===== config.mk =====
export PLATFORM = sky130hd
export DESIGN_NAME = msi_snoop_ctrl
export DESIGN_NICKNAME = d
export VERILOG_FILES = /design/src/rtl/msi_pkg.sv /design/src/rtl/msi_line_store.sv /design/src/rtl/msi_snoop_resp.sv /design/src/rtl/msi_snoop_ctrl.sv
export SDC_FILE = /design/constraint.sdc
export NUM_CORES = 1
export LEC_CHECK = 0
export BUFFER_PORTS_ARGS = -buffer_cell sky130_fd_sc_hd__buf_2
export CAP_MARGIN = 20
export CORE_UTILIZATION = 60
export CTS_BUF_LIST = sky130_fd_sc_hd__clkbuf_16
export CTS_CLUSTER_DIAMETER = 100
export CTS_CLUSTER_SIZE = 30
export DETAILED_ROUTE_END_ITERATION = 10
export PLACE_DENSITY_LB_ADDON = 0.08
export SYNTH_ARGS = -nofsm -noshare
export SYNTH_HDL_FRONTEND = slang
export SYNTH_HIERARCHICAL = 1
export SYNTH_SLANG_ARGS = --single-unit

===== constraint.sdc =====
create_clock -name clk -period 17.35 [get_ports clk]
set_input_delay 3.47 -clock clk [delete_from_list [all_inputs] [get_ports clk]]
set_output_delay 3.47 -clock clk [all_outputs]
set_load 0.02 [all_outputs]

===== src/rtl/msi_pkg.sv =====
package msi_pkg;
  typedef enum logic [1:0] {
    LS_INV = 2'b00,
    LS_SHR = 2'b01,
    LS_EXC = 2'b10
  } line_st_e;

  typedef enum logic [1:0] {
    BC_IDLE   = 2'b00,
    BC_RDMISS = 2'b01,
    BC_WRMISS = 2'b10,
    BC_WB     = 2'b11
  } bus_cmd_e;

  typedef enum logic [2:0] {
    C_IDLE = 3'd0,
    C_ARB  = 3'd1,
    C_WB   = 3'd2,
    C_MISS = 3'd3,
    C_DONE = 3'd4
  } ctl_e;
endpackage


===== src/rtl/msi_line_store.sv =====
module msi_line_store
  import msi_pkg::*;
#(
  parameter int LINES = 4,
  parameter int IW    = 2,
  parameter int TW    = 14,
  parameter int DW    = 32
) (
  input  logic            clk,
  input  logic            rst_n,
  input  logic [IW-1:0]   a_idx,
  output line_st_e        a_st,
  output logic [TW-1:0]   a_tag,
  output logic [DW-1:0]   a_data,
  input  logic [IW-1:0]   b_idx,
  output line_st_e        b_st,
  output logic [TW-1:0]   b_tag,
  output logic [DW-1:0]   b_data,
  input  logic            w_en,
  input  logic [IW-1:0]   w_idx,
  input  line_st_e        w_st,
  input  logic [TW-1:0]   w_tag,
  input  logic [DW-1:0]   w_data
);
  line_st_e      st_q   [LINES];
  logic [TW-1:0] tag_q  [LINES];
  logic [DW-1:0] data_q [LINES];

  for (genvar i = 0; i < LINES; i++) begin : g_line
    logic hit_w;
    assign hit_w = w_en && (w_idx == IW'(i));

    always_ff @(posedge clk or negedge rst_n) begin
      if (!rst_n)     st_q[i] <= LS_INV;
      else if (hit_w) st_q[i] <= w_st;
    end

    always_ff @(posedge clk) begin
      if (hit_w) begin
        tag_q[i]  <= w_tag;
        data_q[i] <= w_data;
      end
    end
  end

  assign a_st   = st_q[a_idx];
  assign a_tag  = tag_q[a_idx];
  assign a_data = data_q[a_idx];
  assign b_st   = st_q[b_idx];
  assign b_tag  = tag_q[b_idx];
  assign b_data = data_q[b_idx];
endmodule


===== src/rtl/msi_snoop_resp.sv =====
module msi_snoop_resp
  import msi_pkg::*;
#(
  parameter int TW = 14
) (
  input  logic [1:0]    bus_cmd,
  input  logic          bus_gnt,
  input  line_st_e      line_st,
  input  logic [TW-1:0] line_tag,
  input  logic [TW-1:0] bus_tag,
  output logic          active,
  output logic          upd,
  output line_st_e      new_st,
  output logic          abort
);
  logic match;

  assign active = (bus_cmd != BC_IDLE) && !bus_gnt;
  assign match  = active && (line_st != LS_INV) && (line_tag == bus_tag);

  always_comb begin
    upd    = 1'b0;
    abort  = 1'b0;
    new_st = line_st;
    if (match) begin
      unique case (bus_cmd)
        BC_RDMISS: if (line_st == LS_EXC) begin
          upd    = 1'b1;
          abort  = 1'b1;
          new_st = LS_SHR;
        end
        BC_WRMISS: begin
          upd    = 1'b1;
          abort  = (line_st == LS_EXC);
          new_st = LS_INV;
        end
        default: ;
      endcase
    end
  end
endmodule


===== src/rtl/msi_snoop_ctrl.sv =====
module msi_snoop_ctrl
  import msi_pkg::*;
#(
  parameter int LINES = 4,
  parameter int DW    = 32,
  parameter int AW    = 16
) (
  input  logic          clk,
  input  logic          rst_n,
  input  logic          cpu_req,
  input  logic          cpu_we,
  input  logic [AW-1:0] cpu_addr,
  input  logic [DW-1:0] cpu_wdata,
  output logic [DW-1:0] cpu_rdata,
  output logic          cpu_done,
  output logic          bus_req,
  input  logic          bus_gnt,
  output logic [1:0]    bus_cmd_o,
  output logic [AW-1:0] bus_addr_o,
  output logic [DW-1:0] bus_data_o,
  input  logic [1:0]    bus_cmd_i,
  input  logic [AW-1:0] bus_addr_i,
  input  logic [DW-1:0] bus_fill_i,
  output logic          snp_abort,
  output logic [DW-1:0] snp_data
);
  localparam int IW = $clog2(LINES);
  localparam int TW = AW - IW;

  ctl_e          ctl_q, ctl_n;
  logic [DW-1:0] rdata_q, rdata_n;
  logic          rd_load;

  logic [IW-1:0] cpu_idx, b_idx;
  logic [TW-1:0] cpu_tag, b_btag;
  line_st_e      a_st, b_st, snp_st, cw_st, w_st;
  logic [TW-1:0] a_tag, b_tag, w_tag;
  logic [DW-1:0] a_data, b_data, cw_data, w_data;
  logic          snp_active, snp_upd, snp_claim, cpu_wr, cpu_hit, w_en;
  logic [IW-1:0] w_idx;
  bus_cmd_e      cmd_d;

  assign cpu_idx = cpu_addr[IW-1:0];
  assign cpu_tag = cpu_addr[AW-1:IW];
  assign b_idx   = bus_addr_i[IW-1:0];
  assign b_btag  = bus_addr_i[AW-1:IW];

  msi_line_store #(.LINES(LINES), .IW(IW), .TW(TW), .DW(DW)) u_store (
    .clk(clk), .rst_n(rst_n),
    .a_idx(cpu_idx), .a_st(a_st), .a_tag(a_tag), .a_data(a_data),
    .b_idx(b_idx), .b_st(b_st), .b_tag(b_tag), .b_data(b_data),
    .w_en(w_en), .w_idx(w_idx), .w_st(w_st), .w_tag(w_tag), .w_data(w_data)
  );

  msi_snoop_resp #(.TW(TW)) u_snoop (
    .bus_cmd(bus_cmd_i), .bus_gnt(bus_gnt),
    .line_st(b_st), .line_tag(b_tag), .bus_tag(b_btag),
    .active(snp_active), .upd(snp_upd), .new_st(snp_st), .abort(snp_claim)
  );

  assign cpu_hit = (a_st != LS_INV) && (a_tag == cpu_tag);

  // single write port: a snoop and a CPU write never coincide
  assign w_en   = snp_upd | cpu_wr;
  assign w_idx  = snp_upd ? b_idx  : cpu_idx;
  assign w_st   = snp_upd ? snp_st : cw_st;
  assign w_tag  = snp_upd ? b_tag  : cpu_tag;
  assign w_data = snp_upd ? b_data : cw_data;

  assign snp_abort = snp_claim;
  assign snp_data  = snp_claim ? b_data : '0;

  always_comb begin
    ctl_n      = ctl_q;
    rdata_n    = rdata_q;
    rd_load    = 1'b0;
    cpu_wr     = 1'b0;
    cw_st      = LS_INV;
    cw_data    = cpu_wdata;
    cmd_d      = BC_IDLE;
    bus_addr_o = '0;
    bus_data_o = '0;
    unique case (ctl_q)
      C_IDLE: begin
        if (cpu_req && !snp_active) begin
          if (!cpu_we && cpu_hit) begin
            rdata_n = a_data;
            rd_load = 1'b1;
            ctl_n   = C_DONE;
          end else if (cpu_we && cpu_hit && (a_st == LS_EXC)) begin
            cpu_wr = 1'b1;
            cw_st  = LS_EXC;
            ctl_n  = C_DONE;
          end else begin
            ctl_n = C_ARB;
          end
        end
      end
      C_ARB: begin
        if (bus_gnt)
          ctl_n = ((a_st == LS_EXC) && (a_tag != cpu_tag)) ? C_WB : C_MISS;
      end
      C_WB: begin
        cmd_d      = BC_WB;
        bus_addr_o = {a_tag, cpu_idx};
        bus_data_o = a_data;
        ctl_n      = C_MISS;
      end
      C_MISS: begin
        cmd_d      = cpu_we ? BC_WRMISS : BC_RDMISS;
        bus_addr_o = cpu_addr;
        cpu_wr     = 1'b1;
        cw_st      = cpu_we ? LS_EXC : LS_SHR;
        cw_data    = cpu_we ? cpu_wdata : bus_fill_i;
        rdata_n    = bus_fill_i;
        rd_load    = !cpu_we;
        ctl_n      = C_DONE;
      end
      C_DONE:  ctl_n = C_IDLE;
      default: ctl_n = C_IDLE;
    endcase
  end

  always_ff @(posedge clk or negedge rst_n) begin
    if (!rst_n) ctl_q <= C_IDLE;
    else        ctl_q <= ctl_n;
  end

  always_ff @(posedge clk or negedge rst_n) begin
    if (!rst_n)       rdata_q <= '0;
    else if (rd_load) rdata_q <= rdata_n;
  end

  assign bus_cmd_o = cmd_d;
  assign bus_req   = (ctl_q == C_ARB) || (ctl_q == C_WB) || (ctl_q == C_MISS);
  assign cpu_done  = (ctl_q == C_DONE);
  assign cpu_rdata = rdata_q;
endmodule


---- After elaboration in Yosys (flattened, before gate mapping) ----
Memories as Yosys holds them, arrays and structs flattened.
Cells that the tools add are included.
Widths: inputs -> output; s select.
operators by class
  magnitude comparators ................... 2
  equal/unequal tests ..................... 17
  multiplexer cells ....................... 71
  bitwise gates (word level) .............. 3
  reduce and logical (&&, ||, !) cells .... 32
operators with widths
  operator            number
  $mux 32             10
  $reduce_or 32->1    3
  $pmux 32 s2         1
  $mux 14             4
  $reduce_or 14->1    3
  $mux 2              18
  $pmux 16 s2         1
  $eq 14x14->1        2
  $mux 1              23
  $ne 14x14->1        1
  $logic_and 1x1->1   13
  $mux 3              4
  $pmux 2 s2          3
  $pmux 3 s4          1
  $eq 2x2->1 const B  5
  $bmux 2 s2          2
  $pmux 1 s2          4
  $reduce_bool 2->1   4
  $eq 3x2->1 const B  2
  $ge 3x3->1 const B  2
  $ne 2x2->1 const B  3
  $not 2->3           2
  $eq 2x1->1 const B  2
  $reduce_and 4->1    1
  8 further kinds     11
word-level totals
  bits in registers ....................... 43
  bits in writable memories ............... 184
  input bits .............................. 103
  output and inout port bits .............. 117
  memories ................................ 2
memories
  name            depth  bits a word  read ports  clocked after memory_dff  wr ports  line                  source
  u_store.data_q  4      32           2           0                         1         msi_line_store.sv:27  logic [DW-1:0] data_q [LINES];
  u_store.tag_q   4      14           2           0                         1         msi_line_store.sv:26  logic [TW-1:0] tag_q [LINES];

---- Longest topological paths before layout ----
Gate-level depths: netlist (run 1).
  word-level depth ........................ 20
  gate-level depth with buffers ........... 14

---- Hierarchy ----
Netlist (run 1), hierarchy kept.
modules (own cells, without submodules)
  module          times used  cells an instance  area each (µm²)
  msi_line_store  1           322                8,156.6
  msi_snoop_ctrl  1           541                4,244.1
  msi_snoop_resp  1           37                 277.8

---- Least setup slack after synthesis (run 1) ----
OpenSTA, ideal clock, no wires.
  path kind ............................... input-to-reg
  start point ............................. in bus_addr_i[0]
  end point ............................... reg u_store/st_q[6] (netlist bit)
  setup time .............................. 0.082 ns
  data arrival time ....................... 10.377 ns
  data required time ...................... 17.268 ns
  path slack .............................. 6.891 ns
  stages on the path ...................... 14
  path buffers ............................ 4
  cells stage by stage .................... buf_6 -> buf_6 -> mux4_2 -> xnor2_1 -> nand4_1 -> or4_4 -> or2_4 -> nor2_1 -> clkbuf_1 -> clkbuf_1 -> nor2_1 -> o21ai_0 -> nor3b_1 -> mux2_2
on the way
  elaborated cells on any way between the ends .. 21
RTL lines
  element                         line                  source
  start: declaration              msi_snoop_ctrl.sv:22  input logic [AW-1:0] bus_addr_i,
  $mem_v2 4x14                    n/a
  via b_tag[10]                   msi_snoop_ctrl.sv:37  logic [TW-1:0] a_tag, b_tag, w_tag;
  $eq 14x14->1                    msi_snoop_resp.sv:19  assign match = active && (line_st != LS_INV) && (line_tag == bus_tag);
  $logic_and 1x1->1               msi_snoop_resp.sv:19
  $mux 1                          msi_snoop_resp.sv:25  if (match) begin
  via snp_upd                     msi_snoop_ctrl.sv:39  logic snp_active, snp_upd, snp_claim, cpu_wr, cpu_hit, w_en;
  $or 1x1->1                      msi_snoop_ctrl.sv:64  assign w_en = snp_upd | cpu_wr;
  via w_en                        msi_snoop_ctrl.sv:39
  $logic_and 1x1->1               msi_line_store.sv:31  assign hit_w = w_en && (w_idx == IW'(i));
  via u_store.g_line[0].hit_w     msi_line_store.sv:30  logic hit_w;
  end signal: indexed assignment  msi_line_store.sv:35  else if (hit_w) st_q[i] <= w_st;
  end: declaration                msi_line_store.sv:25  line_st_e st_q [LINES];
The timed path passes the listed nets, and every way through them passes these cells. The select of a mux whose other input is x is not followed.
A chain may end at the register's enable or synchronous reset.

---- Worst setup path in the final report (run 1) ----
  start point ............................. in bus_addr_i[0]
  end point ............................... out snp_data[10]
on the way
  elaborated cells on any way between the ends .. 15
RTL lines
  element            line                  source
  $mem_v2 4x14       n/a
  via b_tag[1]       msi_snoop_ctrl.sv:37
  $eq 14x14->1       msi_snoop_resp.sv:19
  $logic_and 1x1->1  msi_snoop_resp.sv:19
  $mux 1             msi_snoop_resp.sv:25
  $mux 32            msi_snoop_ctrl.sv:71  assign snp_data = snp_claim ? b_data : '0;
  end: declaration   msi_snoop_ctrl.sv:25  output logic [DW-1:0] snp_data
The timed path passes the listed nets, and every way through them passes these cells. The select of a mux whose other input is x is not followed.

==> results of run 1 <==
-- worst max-delay path, delay by kind of cell --
family	cells	cell delay (ns)
xor+xnor	1	0.17
simple gates	5	1.87
buf+inv	4	1.52
mux	1	0.61
-- routing by layer --
layer	vias to the layer above	part of all wire [%]	GRT usage, %
met4	2	2.3	7.78
met3	50	8.0	4.97
met1	4512	41	42.5
li1	3924	-	-
met2	442	49	48.9
met5	-	0.025	0
-- cells in the final DEF, fill, tap and decap left out, drive strengths merged, types with 36 or more instances in the layout --
cell type	instances
and2	67
o21ai	36
mux2i	65
nand3	65
mux4	96
nand2	37
buf	239
dfrtp	43
edfxtp	184
-- cell type report --
type / count / area (sq um)
clock inverter: 6 / 30.0
clock buffer: 11 / 275
antenna: 1 / 2.50
tap: 270 / 338
sequential: 227 / 6600
inverter: 7 / 26.3
multi-input combinational: 586 / 5690
fill: 1449 / 6210
timing repair buffer: 239 / 1320
-- final timing paths --
kind,start,to,slack [ns]
max in group asynchronous,rst_n,cpu_rdata[6],13.81
setup reg to reg,u_store/tag_q[3][3],u_store/data_q[1][27],12.69
hold reg to reg,u_store/st_q[1],u_store/st_q[1],0.55
hold / removal,u_store/st_q[1],u_store/st_q[1],0.55
min in group asynchronous,rst_n,cpu_rdata[18],3.09
setup / recovery,bus_addr_i[0],snp_data[10],6.18
-- sequential cells by signal (all words and copies together) (netlist names) --
| name | count |
|---|---|
| u_store/data_q | 128 |
| ctl_q | 3 |
| cpu_rdata | 32 |
| u_store/tag_q | 56 |
| u_store/st_q | 8 |
-- power by group through the flow --
| stage | combinational (W) | clock [W] | sequential [W] |
|---|---|---|---|
| final | 0.000618 | 0.000283 | 0.000702 |
| after global routing | 0.000674 | 0.000304 | 0.000709 |
| after CTS | 0.000610 | 0.000290 | 0.000700 |
| after detailed placement | 0.000608 | 0 | 0.000712 |
| after global placement | 0.000583 | 0 | 0.000709 |
| after floorplan | 0.000437 | 0 | 0.000708 |
-- cells by family after synthesis --
group | share of synthesized area [%]
compound gates | 5.24
xor+xnor | 2.00
fa+ha+maj | 0.296
buf+inv | 3.38
flops | 52.1
mux | 24.4
simple gates | 12.6
-- per-stage QoR --
stage / worst slack (ns) / utilization (%)
final: 6.18 / 69.7
after CTS: 6.25 / 69.3
after detailed placement: 6.26 / 67.9
after global routing: 5.93 / 69.7
after global placement: 6.39 / 67.7
after floorplan: 6.89 / -
==> results.tsv, run 1 <==
metric	value	unit
wl_per_cell	23.5	um
clkPwrFrac	17.7	%
drtPass1Iterations	5	
post-dp-hpwl	20.5	mm
cap_violations	0	
p_per_area	112	mW/mm^2
grt_usage	30.1	%
relSlewSlack	25.1	%
start_util	61.9	%
cp-end-kind	primary output	
die-width	147	um
gr-total-overflow	0	
clock-root-buffer	clkbuf_16	
cp_slowest_cell	nor3_2	
grt_max_degree	99	
async_reset_ff_share	18.9	%
ir_drop	0.0000929	V
fin_hold_ws	0.555	ns
ff2ff_path_depth	10	
drt_first_iter_violations	792	
fin_crit_sh	64.4	%
die_h	147	um
cts_buffer_depth	3	
drc	0	
leakagePower	5.58	nW
ctsHoldBuffers	0	
switching_power	0.000562	W
synth_top_area_share	43.6	%
fin_area	0.0143	sq mm
worstPathRequired	13.88	ns
setup_viol	0	
p_int	0.00104	W
avgSynthCellArea	14.1	sq um
rsz0062_at_grt	false	
post_cts_resized	0	
synth_top_cell_by_area	edfxtp_1	
crit_chain	buf_4, buf_4, mux4_2, xor2_1, nor4_1, nand2_1, or2_4, nor3_2, buf_4, and2_1, buf_2	
io_pins	220	
antenna_found_initial	1	
slew_viol_final	0	
synth-seq-cells	227	
fin_nets	1178	
fin_cells	1347	
grt_pass1_vias	8820	
power	0.00160	W
synth_common_cells	edfxtp_1, mux4_2, and2_1, mux2i_1, nand3_1	
vias_per_cell	6.63	
clock_latency	0.49	ns
hold_depth	1	
vias	8930	
ant_nets	0	
finalWeightedCongestion	0.801	
finalCriticalPeriod	11.17	ns
clk_pin_slew	0.12	ns
post-cts-setup-buffers	0	
dpl_cell_area	0.0139	sq mm
ys_warn_count	6	
drive_above_1_share	36.5	%
grt_pass1_wl	50.1	mm
clkSinkCount	227	
synth.distinct_cells	47	
status	finished, final reports clean	
critPathMaxStageDelay	0.84	ns
netlist_instances	900	
h-tree-depth	1	
seq_area_frac_synth	52.1	%
hold_viol_final	0	
dieArea	0.0217	sq mm
cpMostUsedCell	buf_4	
holdCritPathClass	register to register	
p_seq_share	43.8	%
fmaxAchievable	0.0896	GHz
combPwrFrac	38.6	%
std_cell_rows	52	
yosys-top-cells-area	edfxtp_1, mux4_2, dfrtp_1	
numPlacedInstances	1326	
synthToLayoutAreaGrowth	12.7	%
syn_area	0.0127	sq mm
worst-setup-path-type	input pin to primary output	
synth.most_common_cell	edfxtp_1	
setup_tns	0	ns
synth_fp_nets	1006	
ys.flop_type	edfxtp_1	
synth_edf_count	184	
numCtsBuffers	11	
fin_skew	0.0307	ns
port_buffers	219	
cts_tree	built	
core-area	0.0205	sq mm
switching_share	35.1	%
crit_fanout	34	
critPathArrivalTime	7.70	ns
wl	31.7	mm
worst_pin_slew	1.12	ns
crit_path_start_kind	input pin	
No activity file was read; power rests on OpenSTA's default activity.
==> run 2: changes to the inputs <==
--- a/config.mk
+++ b/config.mk
@@ -7,7 +7,7 @@
 export LEC_CHECK = 0
 export BUFFER_PORTS_ARGS = -buffer_cell sky130_fd_sc_hd__buf_2
 export CAP_MARGIN = 20
-export CORE_UTILIZATION = 60
+export CORE_UTILIZATION = 57
 export CTS_BUF_LIST = sky130_fd_sc_hd__clkbuf_16
 export CTS_CLUSTER_DIAMETER = 100
 export CTS_CLUSTER_SIZE = 30
==> constraint.sdc (replaced) <==
create_clock -name clk -period 11.03 [get_ports clk]
set_input_delay 2.206 -clock clk [delete_from_list [all_inputs] [get_ports clk]]
set_output_delay 2.206 -clock clk [all_outputs]
set_load 0.02 [all_outputs]
==> run 2 against run 1 <==
Net effect: largest power group unchanged; first-iteration DRC count down 7.2%; critical endpoint is now snp_data[30]; non-clock buffer count shrank 1; flip-flop and latch count is the same; clock-buffer cell count rose by 1; cell area is essentially flat; sequential power increased by 57%; die area grew 5.2%; via count down 2.2%; critical path depth grew 1; critical path type unchanged; global-route usage decreased by 1.4 points.
==> results.tsv, run 2 (synthesis results as in run 1) <==
metric	value	unit
status	finished, final reports clean	
final_common_cell	buf_2	
synthToLayoutAreaGrowth	12.6	%
endpoint	snp_data[30]	
hp-start	u_store/st_q[1]	
clock_latency	0.47	ns
die-width	151	um
setup_ws	2.99	ns
relSlewSlack	21.2	%
cp-end-kind	primary output	
p_per_area	176	mW/mm^2
fin_crit_sh	72.9	%
largest_register_ffs	128	
critPathLaunch	bus_addr_i[0]	
fin_skew	0.0181	ns
critPathMaxStageDelay	0.59	ns
std_cell_rows	54	
fin_nets	1177	
power	0.00251	W
top_register	u_store/data_q	
dieArea	0.0228	sq mm
critPathArrivalTime	5.84	ns
post_cts_resized	0	
final_cell_mix	buf_2, edfxtp_1, mux4_2	
numCtsBuffers	11	
vias	8737	
post-cts-setup-buffers	0	
cap_violations	0	
crit_path_start_kind	input pin	
cp_slowest_cell	nor3_2	
place_worst_setup_slack	2.59	ns
hold_viol_final	0	
path_delay_family	simple AND/OR/NAND/NOR gates	
ff2ff_path_depth	10	
wl_met3	2.10	mm
grt_pass1_vias	8535	
rrSetupSlack	6.19	ns
fin_hold_ws	0.544	ns
drtPass1Iterations	7	
clkSinkCount	227	
post-dp-hpwl	20.7	mm
worstPathRequired	8.82	ns
fmaxAchievable	0.124	GHz
clock-root-buffer	clkbuf_16	
drive_above_1_share	36.5	%
finalWeightedCongestion	0.797	
start_util	58.1	%
ctsHoldBuffers	0	
nFillCells	1590	
slew_viol_final	0	
worst_pin_slew	1.18	ns
wl	31.9	mm
wl_met1	13.4	mm
grt_max_degree	99	
grt_pass1_wl	48.9	mm
worst-setup-path-type	input pin to primary output	
r2r_start	u_store/tag_q[3][7]	
gr-total-overflow	0	
setup_viol	0	
leakagePower	5.57	nW
core-area	0.0218	sq mm
timing.rr.end	u_store/tag_q[1][8]	
drt_first_iter_violations	735	
crit_cells	12	
routed.top_layer	met4	
rsz0062_at_grt	false	
holdCritPathClass	register to register	
cts_tree	built	
ir_drop	0.000137	V
crit_fanout	45	
clk_pin_slew	0.11	ns
cts_buffer_depth	3	
vias_per_cell	6.44	
grt_usage	28.7	%
setup_tns	0	ns
io_pins	220	
port_buffers	219	
die_h	151	um
h-tree-depth	1	
crit_buf_inv	5	
cpMostUsedCell	buf_4	
crit_chain	buf_4, buf_16, mux4_2, xnor2_1, nand4_1, or4_4, or2_4, nor3_2, buf_6, buf_4, and2_1, buf_2	
ant_nets	0	
wl_met2	15.8	mm
wl_per_cell	23.5	um
finalCriticalPeriod	8.04	ns
antenna_found_initial	1	
drc	0	
==> run 2: worst min-delay path by stage <==
stage	slack [ns]	depth (start not counted)	end
finish	0.54	1	u_store/st_q[1]
global route	0.57	1	u_store/st_q[1]
global placement	0.51	1	u_store/st_q[2]
detailed placement	0.52	1	u_store/st_q[1]
floorplan	0.49	1	u_store/st_q[2]
CTS	0.54	1	u_store/st_q[1]
==> run 2: metrics by stage <==
stage               instance area [sq um]  cells  utilization (%)
detailed placement                  13900   1336             63.7
finish                              14300   1356             65.4
global placement                    13900   1335             63.7
global route                        14300   1356             65.4
CTS                                 14200   1353             65.2
floorplan                           12700    900                -
==> run 2: area by class of cell <==
type / count / area, sq um / area share (%)
diodes: 1 / 2.50 / 0.0175
clock buffers: 12 / 300 / 2.10
clock inverters: 5 / 26.3 / 0.184
inverters: 7 / 26.3 / 0.184
multi-input cells: 586 / 5700 / 39.9
flip-flops and latches: 227 / 6600 / 46.2
well taps: 280 / 350 / 2.45
repair buffers: 238 / 1270 / 8.93
==> run 2: where the power goes <==
part | internal [W] | total (W) | switching, W
Clock | 0.000201 | 0.000462 | 0.000261
Combinational | 0.000391 | 0.000948 | 0.000557
Sequential | 0.00104 | 0.00110 | 0.0000614
Total | 0.00163 | 0.00251 | 0.000879
==> run 2: routing by layer <==
| layer | vias to the layer above | global-route usage (%) |
|---|---|---|
| met5 | - | 0 |
| met4 | 0 | 7.20 |
| met3 | 42 | 3.19 |
| met2 | 377 | 47.0 |
| met1 | 4403 | 41.3 |
| li1 | 3915 | - |
